File: src/rtl/secs_alarm_pkg.sv
package secs_alarm_pkg;
  // Register offsets; software depends on these positions.
  localparam int unsigned OFS_COUNT = 32'h20;
  localparam int unsigned OFS_RUN   = 32'h28;
  localparam int unsigned OFS_IRQEN = 32'h2C;
  localparam int unsigned OFS_PEND  = 32'h30;
  localparam int unsigned OFS_WAKE  = 32'h50;

  // Strobes from control to datapath.
  typedef struct packed {
    logic loadCnt;
    logic stepCnt;
  } cnt_strobe_t;
endpackage

File: src/rtl/secs_alarm_dp.sv
module secs_alarm_dp
  import secs_alarm_pkg::*;
#(
  parameter int CNT_W = 32
) (
  input  logic             clk,
  input  logic             rstN,
  input  cnt_strobe_t      stb,
  input  logic [CNT_W-1:0] loadVal,
  output logic [CNT_W-1:0] cntValue,
  output logic             cntIsZero,
  output logic             cntIsOne
);
  logic [CNT_W-1:0] countQ;

  always_ff @(posedge clk) begin
    if (!rstN) begin
      countQ <= '0;
    end else if (stb.loadCnt) begin
      countQ <= loadVal;
    end else if (stb.stepCnt) begin
      countQ <= countQ - CNT_W'(1);
    end
  end

  assign cntValue  = countQ;
  assign cntIsZero = (countQ == '0);
  assign cntIsOne  = (countQ == CNT_W'(1));
endmodule

File: src/rtl/secs_alarm_ctrl.sv
module secs_alarm_ctrl
  import secs_alarm_pkg::*;
#(
  parameter int ADDR_W = 8,
  parameter int DATA_W = 32
) (
  input  logic              clk,
  input  logic              rstN,
  input  logic              tick,
  input  logic              regWe,
  input  logic [ADDR_W-1:0] regAddr,
  input  logic              wBit0,
  input  logic              cntIsZero,
  input  logic              cntIsOne,
  output cnt_strobe_t       stb,
  output logic              cntEn,
  output logic              irqEn,
  output logic              wakeEn,
  output logic              pending
);
  logic wrCount, wrRun, wrIrqEn, wrPend, wrWake;
  logic expire, clrPend;

  always_comb begin
    wrCount = regWe && (regAddr == ADDR_W'(OFS_COUNT));
    wrRun   = regWe && (regAddr == ADDR_W'(OFS_RUN));
    wrIrqEn = regWe && (regAddr == ADDR_W'(OFS_IRQEN));
    wrPend  = regWe && (regAddr == ADDR_W'(OFS_PEND));
    wrWake  = regWe && (regAddr == ADDR_W'(OFS_WAKE));
    stb.loadCnt = wrCount;
    stb.stepCnt = tick && cntEn && !cntIsZero && !wrCount;
    expire  = stb.stepCnt && cntIsOne;
    clrPend = wrPend && wBit0;
  end

  always_ff @(posedge clk) begin
    if (!rstN) begin
      cntEn   <= 1'b0;
      irqEn   <= 1'b0;
      wakeEn  <= 1'b0;
      pending <= 1'b0;
    end else begin
      if (wrRun)   cntEn  <= wBit0;
      if (wrIrqEn) irqEn  <= wBit0;
      if (wrWake)  wakeEn <= wBit0;
      // A set wins over a same-cycle clear.
      if (expire)       pending <= 1'b1;
      else if (clrPend) pending <= 1'b0;
    end
  end
endmodule

File: src/rtl/secs_alarm.sv
module secs_alarm
  import secs_alarm_pkg::*;
#(
  parameter int ADDR_W = 8,
  parameter int DATA_W = 32,
  parameter int CNT_W  = 32
) (
  input  logic              clk,
  input  logic              rstN,
  input  logic              tick,
  input  logic              regWe,
  input  logic [ADDR_W-1:0] regAddr,
  input  logic [DATA_W-1:0] regWdata,
  output logic [DATA_W-1:0] regRdata,
  output logic              irqOut,
  output logic              wakeOut
);
  cnt_strobe_t      stb;
  logic [CNT_W-1:0] cntValue;
  logic             cntIsZero, cntIsOne;
  logic             cntEn, irqEn, wakeEn, pending;

  secs_alarm_ctrl #(.ADDR_W(ADDR_W), .DATA_W(DATA_W)) u_ctrl (
    .clk(clk), .rstN(rstN), .tick(tick), .regWe(regWe), .regAddr(regAddr),
    .wBit0(regWdata[0]), .cntIsZero(cntIsZero), .cntIsOne(cntIsOne),
    .stb(stb), .cntEn(cntEn), .irqEn(irqEn), .wakeEn(wakeEn), .pending(pending)
  );

  secs_alarm_dp #(.CNT_W(CNT_W)) u_dp (
    .clk(clk), .rstN(rstN), .stb(stb), .loadVal(regWdata[CNT_W-1:0]),
    .cntValue(cntValue), .cntIsZero(cntIsZero), .cntIsOne(cntIsOne)
  );

  always_comb begin
    regRdata = '0;
    if (regAddr == ADDR_W'(OFS_COUNT))      regRdata = DATA_W'(cntValue);
    else if (regAddr == ADDR_W'(OFS_RUN))   regRdata = DATA_W'(cntEn);
    else if (regAddr == ADDR_W'(OFS_IRQEN)) regRdata = DATA_W'(irqEn);
    else if (regAddr == ADDR_W'(OFS_PEND))  regRdata = DATA_W'(pending);
    else if (regAddr == ADDR_W'(OFS_WAKE))  regRdata = DATA_W'(wakeEn);
  end

  assign irqOut  = pending && irqEn;
  assign wakeOut = pending && wakeEn;
endmodule

File: config.mk
export PLATFORM = sky130hd
export DESIGN_NAME = secs_alarm
export DESIGN_NICKNAME = d
export VERILOG_FILES = /design/src/rtl/secs_alarm_pkg.sv /design/src/rtl/secs_alarm_dp.sv /design/src/rtl/secs_alarm_ctrl.sv /design/src/rtl/secs_alarm.sv
export SDC_FILE = /design/constraint.sdc
export NUM_CORES = 1
export LEC_CHECK = 0
export CAP_MARGIN = 20
export CORE_ASPECT_RATIO = 0.5
export CORE_MARGIN = 2
export CORE_UTILIZATION = 47
export DETAILED_ROUTE_END_ITERATION = 16
export PLACE_DENSITY = 0.81
export SLEW_MARGIN = 20
export SYNTH_ARGS = -nofsm -noshare
export SYNTH_HDL_FRONTEND = slang
export SYNTH_SLANG_ARGS = --single-unit
File: constraint.sdc
create_clock -name clk -period 3.3 [get_ports clk]
set_clock_uncertainty 0.15 [all_clocks]
set_input_delay 0.495 -clock clk [delete_from_list [all_inputs] [get_ports clk]]
set_output_delay 0.495 -clock clk [all_outputs]
set_load 0.03 [all_outputs]
==> impl_metrics.sql <==
INSERT INTO impl_metrics (metric_group, metric, value, unit) VALUES
('detailed_routing', 'drt-pass1-iter-count', '5', ''),
('critical_path', 'critical-path-slowest-cell', 'clkdlybuf4s50_1', ''),
('floorplanning', 'fp.dieArea', '5790', 'um2'),
('sta', 'min_period', '2.90', 'ns'),
('final_layout', 'most-common-layout-cells', 'clkdlybuf4s50_1, buf_4, dfxtp_1', ''),
('critical_path', 'critical_path_arrival', '2.25', 'ns'),
('clock_network', 'cts_sinks', '36', ''),
('detailed_routing', 'detail_route.vias_per_cell', '6.19', ''),
('sta', 'timing.final.hold_violations', '0', ''),
('yosys', 'yosys.cell_types.count', '47', ''),
('yosys', 'asyncSetResetFlopFracSynth', '0', '%'),
('clock_network', 'cts-root-buf', 'clkbuf_8', ''),
('place', 'portbufs', '77', ''),
('global_routing', 'grt_use_total', '25.6', '%'),
('sta', 'final-max-slew-violation-count', '0', ''),
('flow_run', 'drv_cap', '0', ''),
('clock_network', 'cts_hold_buffers', '0', ''),
('clock_network', 'cts_made_buffers', '5', ''),
('place', 'postPlaceCellArea', '3220', 'um2'),
('floorplanning', 'core_area', '4950', 'um2'),
('place', 'gp_congestion', '0.844', ''),
('place', 'dp_hpwl', '5380', 'um'),
('global_routing', 'grt_pass1_wl', '11500', 'um'),
('critical_path', 'worstPathMaxFanout', '29', ''),
('power', 'leakage', '1.37', 'nW'),
('critical_path', 'crit_type', 'in2out', ''),
('critical_path', 'critical-path-top-delay-family', 'buffers and inverters', ''),
('detailed_routing', 'vias', '2796', ''),
('final_layout', 'post_route_cell_area', '3310', 'um2'),
('critical_path', 'cp_num_buf_inv', '3', ''),
('power', 'power_switching', '0.000211', 'W'),
('yosys', 'synthesis.yosys.warnings', '0', ''),
('final_layout', 'final_net_count', '427', ''),
('yosys', 'post_synth_inst_count', '312', ''),
('yosys', 'synth.ff_latch_count', '36', ''),
('yosys', 'syn-cell-area', '2430', 'um2'),
('final_layout', 'final_common_cell', 'clkdlybuf4s50_1', ''),
('clock_network', 'max-clock-path-buffers', '2', ''),
('floorplanning', 'start_util', '49.0', '%'),
('floorplanning', 'chipHeight', '54.8', 'um'),
('critical_path', 'worst_ep_required_time', '2.65', 'ns'),
('final_layout', 'num_antenna_cells', '0', ''),
('floorplanning', 'io_pins', '78', ''),
('global_routing', 'antenna_found_initial', '0', ''),
('yosys', 'synth_nets', '358', ''),
('power', 'clockPowerShare', '38.7', '%'),
('run_status', 'run_status', 'complete, no violations', ''),
('clock_network', 'worst_setup_hold_path_clk_slew', '0.08', 'ns'),
('power', 'internal_power', '0.000663', 'W'),
('global_routing', 'first_global_vias', '2472', ''),
('global_routing', 'grt.overflow.total', '0', ''),
('detailed_routing', 'post-route-drc-count', '0', ''),
('final_layout', 'drive_above_1_share', '17.0', '%'),
('power', 'power_switching_share', '24.1', '%'),
('floorplanning', 'placementRows', '18', ''),
('critical_path', 'endpoint_kind', 'output port', ''),
('power', 'pwr-share-comb', '11.5', '%'),
('power', 'power.density_cell_area', '264', 'nW/um2'),
('power', 'sequentialPowerShare', '49.9', '%'),
('detailed_routing', 'detailedRoute.firstIterationViolations', '225', ''),
('sta', 'grt_setup_unrepaired', 'no', ''),
('sta', 'max_freq', '345', 'MHz'),
('detailed_routing', 'final_antenna_net_count', '0', ''),
('detailed_routing', 'drt-total-wl', '7470', 'um'),
('clock_network', 'clk-insertion-delay-late', '0.29', 'ns'),
('final_layout', 'n_fill_cell', '448', ''),
('clock_network', 'tritoncts', 'done', ''),
('critical_path', 'worst_path_largest_cell_delay', '0.50', 'ns'),
('clock_network', 'cts_htree_levels', '2', ''),
('sta', 'timing.setup.tns', '0', 'ns'),
('floorplanning', 'chipWidth', '106', 'um');
[logic make-up (layout without fill, tap and decap cells)]
group                    after synthesis  in the layout  synth area share, %
multiplexers                           4              4                 1.70
buffers and inverters                 30            100                 5.26
XOR/XNOR                              15             15                 5.41
AND/OR/NAND/NOR                      139            139                 35.2
adder cells (fa/ha/maj)                2              2                 1.03
flip-flops                            36             36                 29.7
AO/OA/AOI/OAI                         86             86                 21.7
[state kept, by name, summed over array words and instances (netlist names)]
| name | count |
|---|---|
| u_dp.cntValue | 32 |
| u_ctrl.cntEn | 1 |
| u_ctrl.irqEn | 1 |
| u_ctrl.pending | 1 |
| u_ctrl.wakeEn | 1 |
[power groups by stage]
stage | registers, W | clock network (W) | logic, W
3_5_place_dp | 0.000446 | 0 | 0.0000986
2_1_floorplan | 0.000446 | 0 | 0.0000330
6_report | 0.000436 | 0.000338 | 0.000100
5_1_grt | 0.000436 | 0.000354 | 0.000108
4_1_cts | 0.000436 | 0.000335 | 0.0000993
3_3_place_gp | 0.000446 | 0 | 0.0000962
[area by class of cell]
type / count / area [um2] / share of cell area [%]
Clock buffer: 8 / 90.1 / 2.72
Inverter: 4 / 15.0 / 0.454
Sequential cell: 36 / 721 / 21.8
Multi-Input combinational cell: 246 / 1600 / 48.2
Timing Repair Buffer: 88 / 798 / 24.1
Tap cell: 70 / 87.6 / 2.65
[path summary, 6_finish.rpt]
kind | startpoint | endpoint | slack [ns] | cells past startpoint
max | regAddr[3] | regRdata[14] | 0.40 | 5
min | u_dp.cntValue[7]$_SDFFE_PN0P_ | u_dp.cntValue[7]$_SDFFE_PN0P_ | 0.36 | 2
max reg2reg | u_dp.cntValue[1]$_SDFFE_PN0P_ | u_dp.cntValue[17]$_SDFFE_PN0P_ | 0.44 | 7
min reg2reg | u_dp.cntValue[7]$_SDFFE_PN0P_ | u_dp.cntValue[7]$_SDFFE_PN0P_ | 0.36 | 2
[worst min-delay path, cell delays in order, from the launching register on]
cell     delay [ns]
dfxtp_1        0.32
o31ai_1        0.06
a31oi_1        0.08
[synth_stat cells (all sizes together) (2+ instances only)]
cell type / number / area share [%]
or3: 8 / 2.1
dfxtp: 36 / 30
buf: 2 / 0.93
o31a: 2 / 0.72
nor3: 12 / 3.1
o211ai: 6 / 2.1
or2: 3 / 0.77
o21a: 3 / 0.93
clkbuf: 24 / 3.7
xor2: 11 / 4.0
nor3b: 2 / 0.62
o31ai: 5 / 1.5
nand3: 6 / 1.2
a21oi: 18 / 3.7
and2: 3 / 0.77
a31oi: 10 / 2.6
nor4: 15 / 4.5
and3: 31 / 8.0
mux2i: 3 / 1.2
or4: 13 / 4.3
a211oi: 4 / 1.2
nand4: 9 / 2.3
ha: 2 / 1.0
nand2: 7 / 1.1
and4: 3 / 1.1
o2111ai: 2 / 0.98
inv: 4 / 0.62
nor2: 20 / 3.1
o21ai: 33 / 6.8
xnor2: 4 / 1.4
[layer usage]
metal	share of wire, %	vias up	GRT usage, %
li1	-	1332	-
met1	44	1310	33.6
met2	46	134	43.7
met3	8.3	20	4.52
met4	1.7	0	9.21
met5	0	-	0
[stage by stage]
stage               hold slack, ns  instances  utilization, %  worst slack [ns]
global route                 0.399        452            66.7             0.259
CTS                          0.362        452            66.7             0.420
floorplan                    0.315        312               -             0.754
finish                       0.359        452            66.7             0.405
detailed placement           0.351        444            64.9             0.430
global placement             0.334        444            64.9             0.498
No activity file was read; power rests on OpenSTA's default activity.
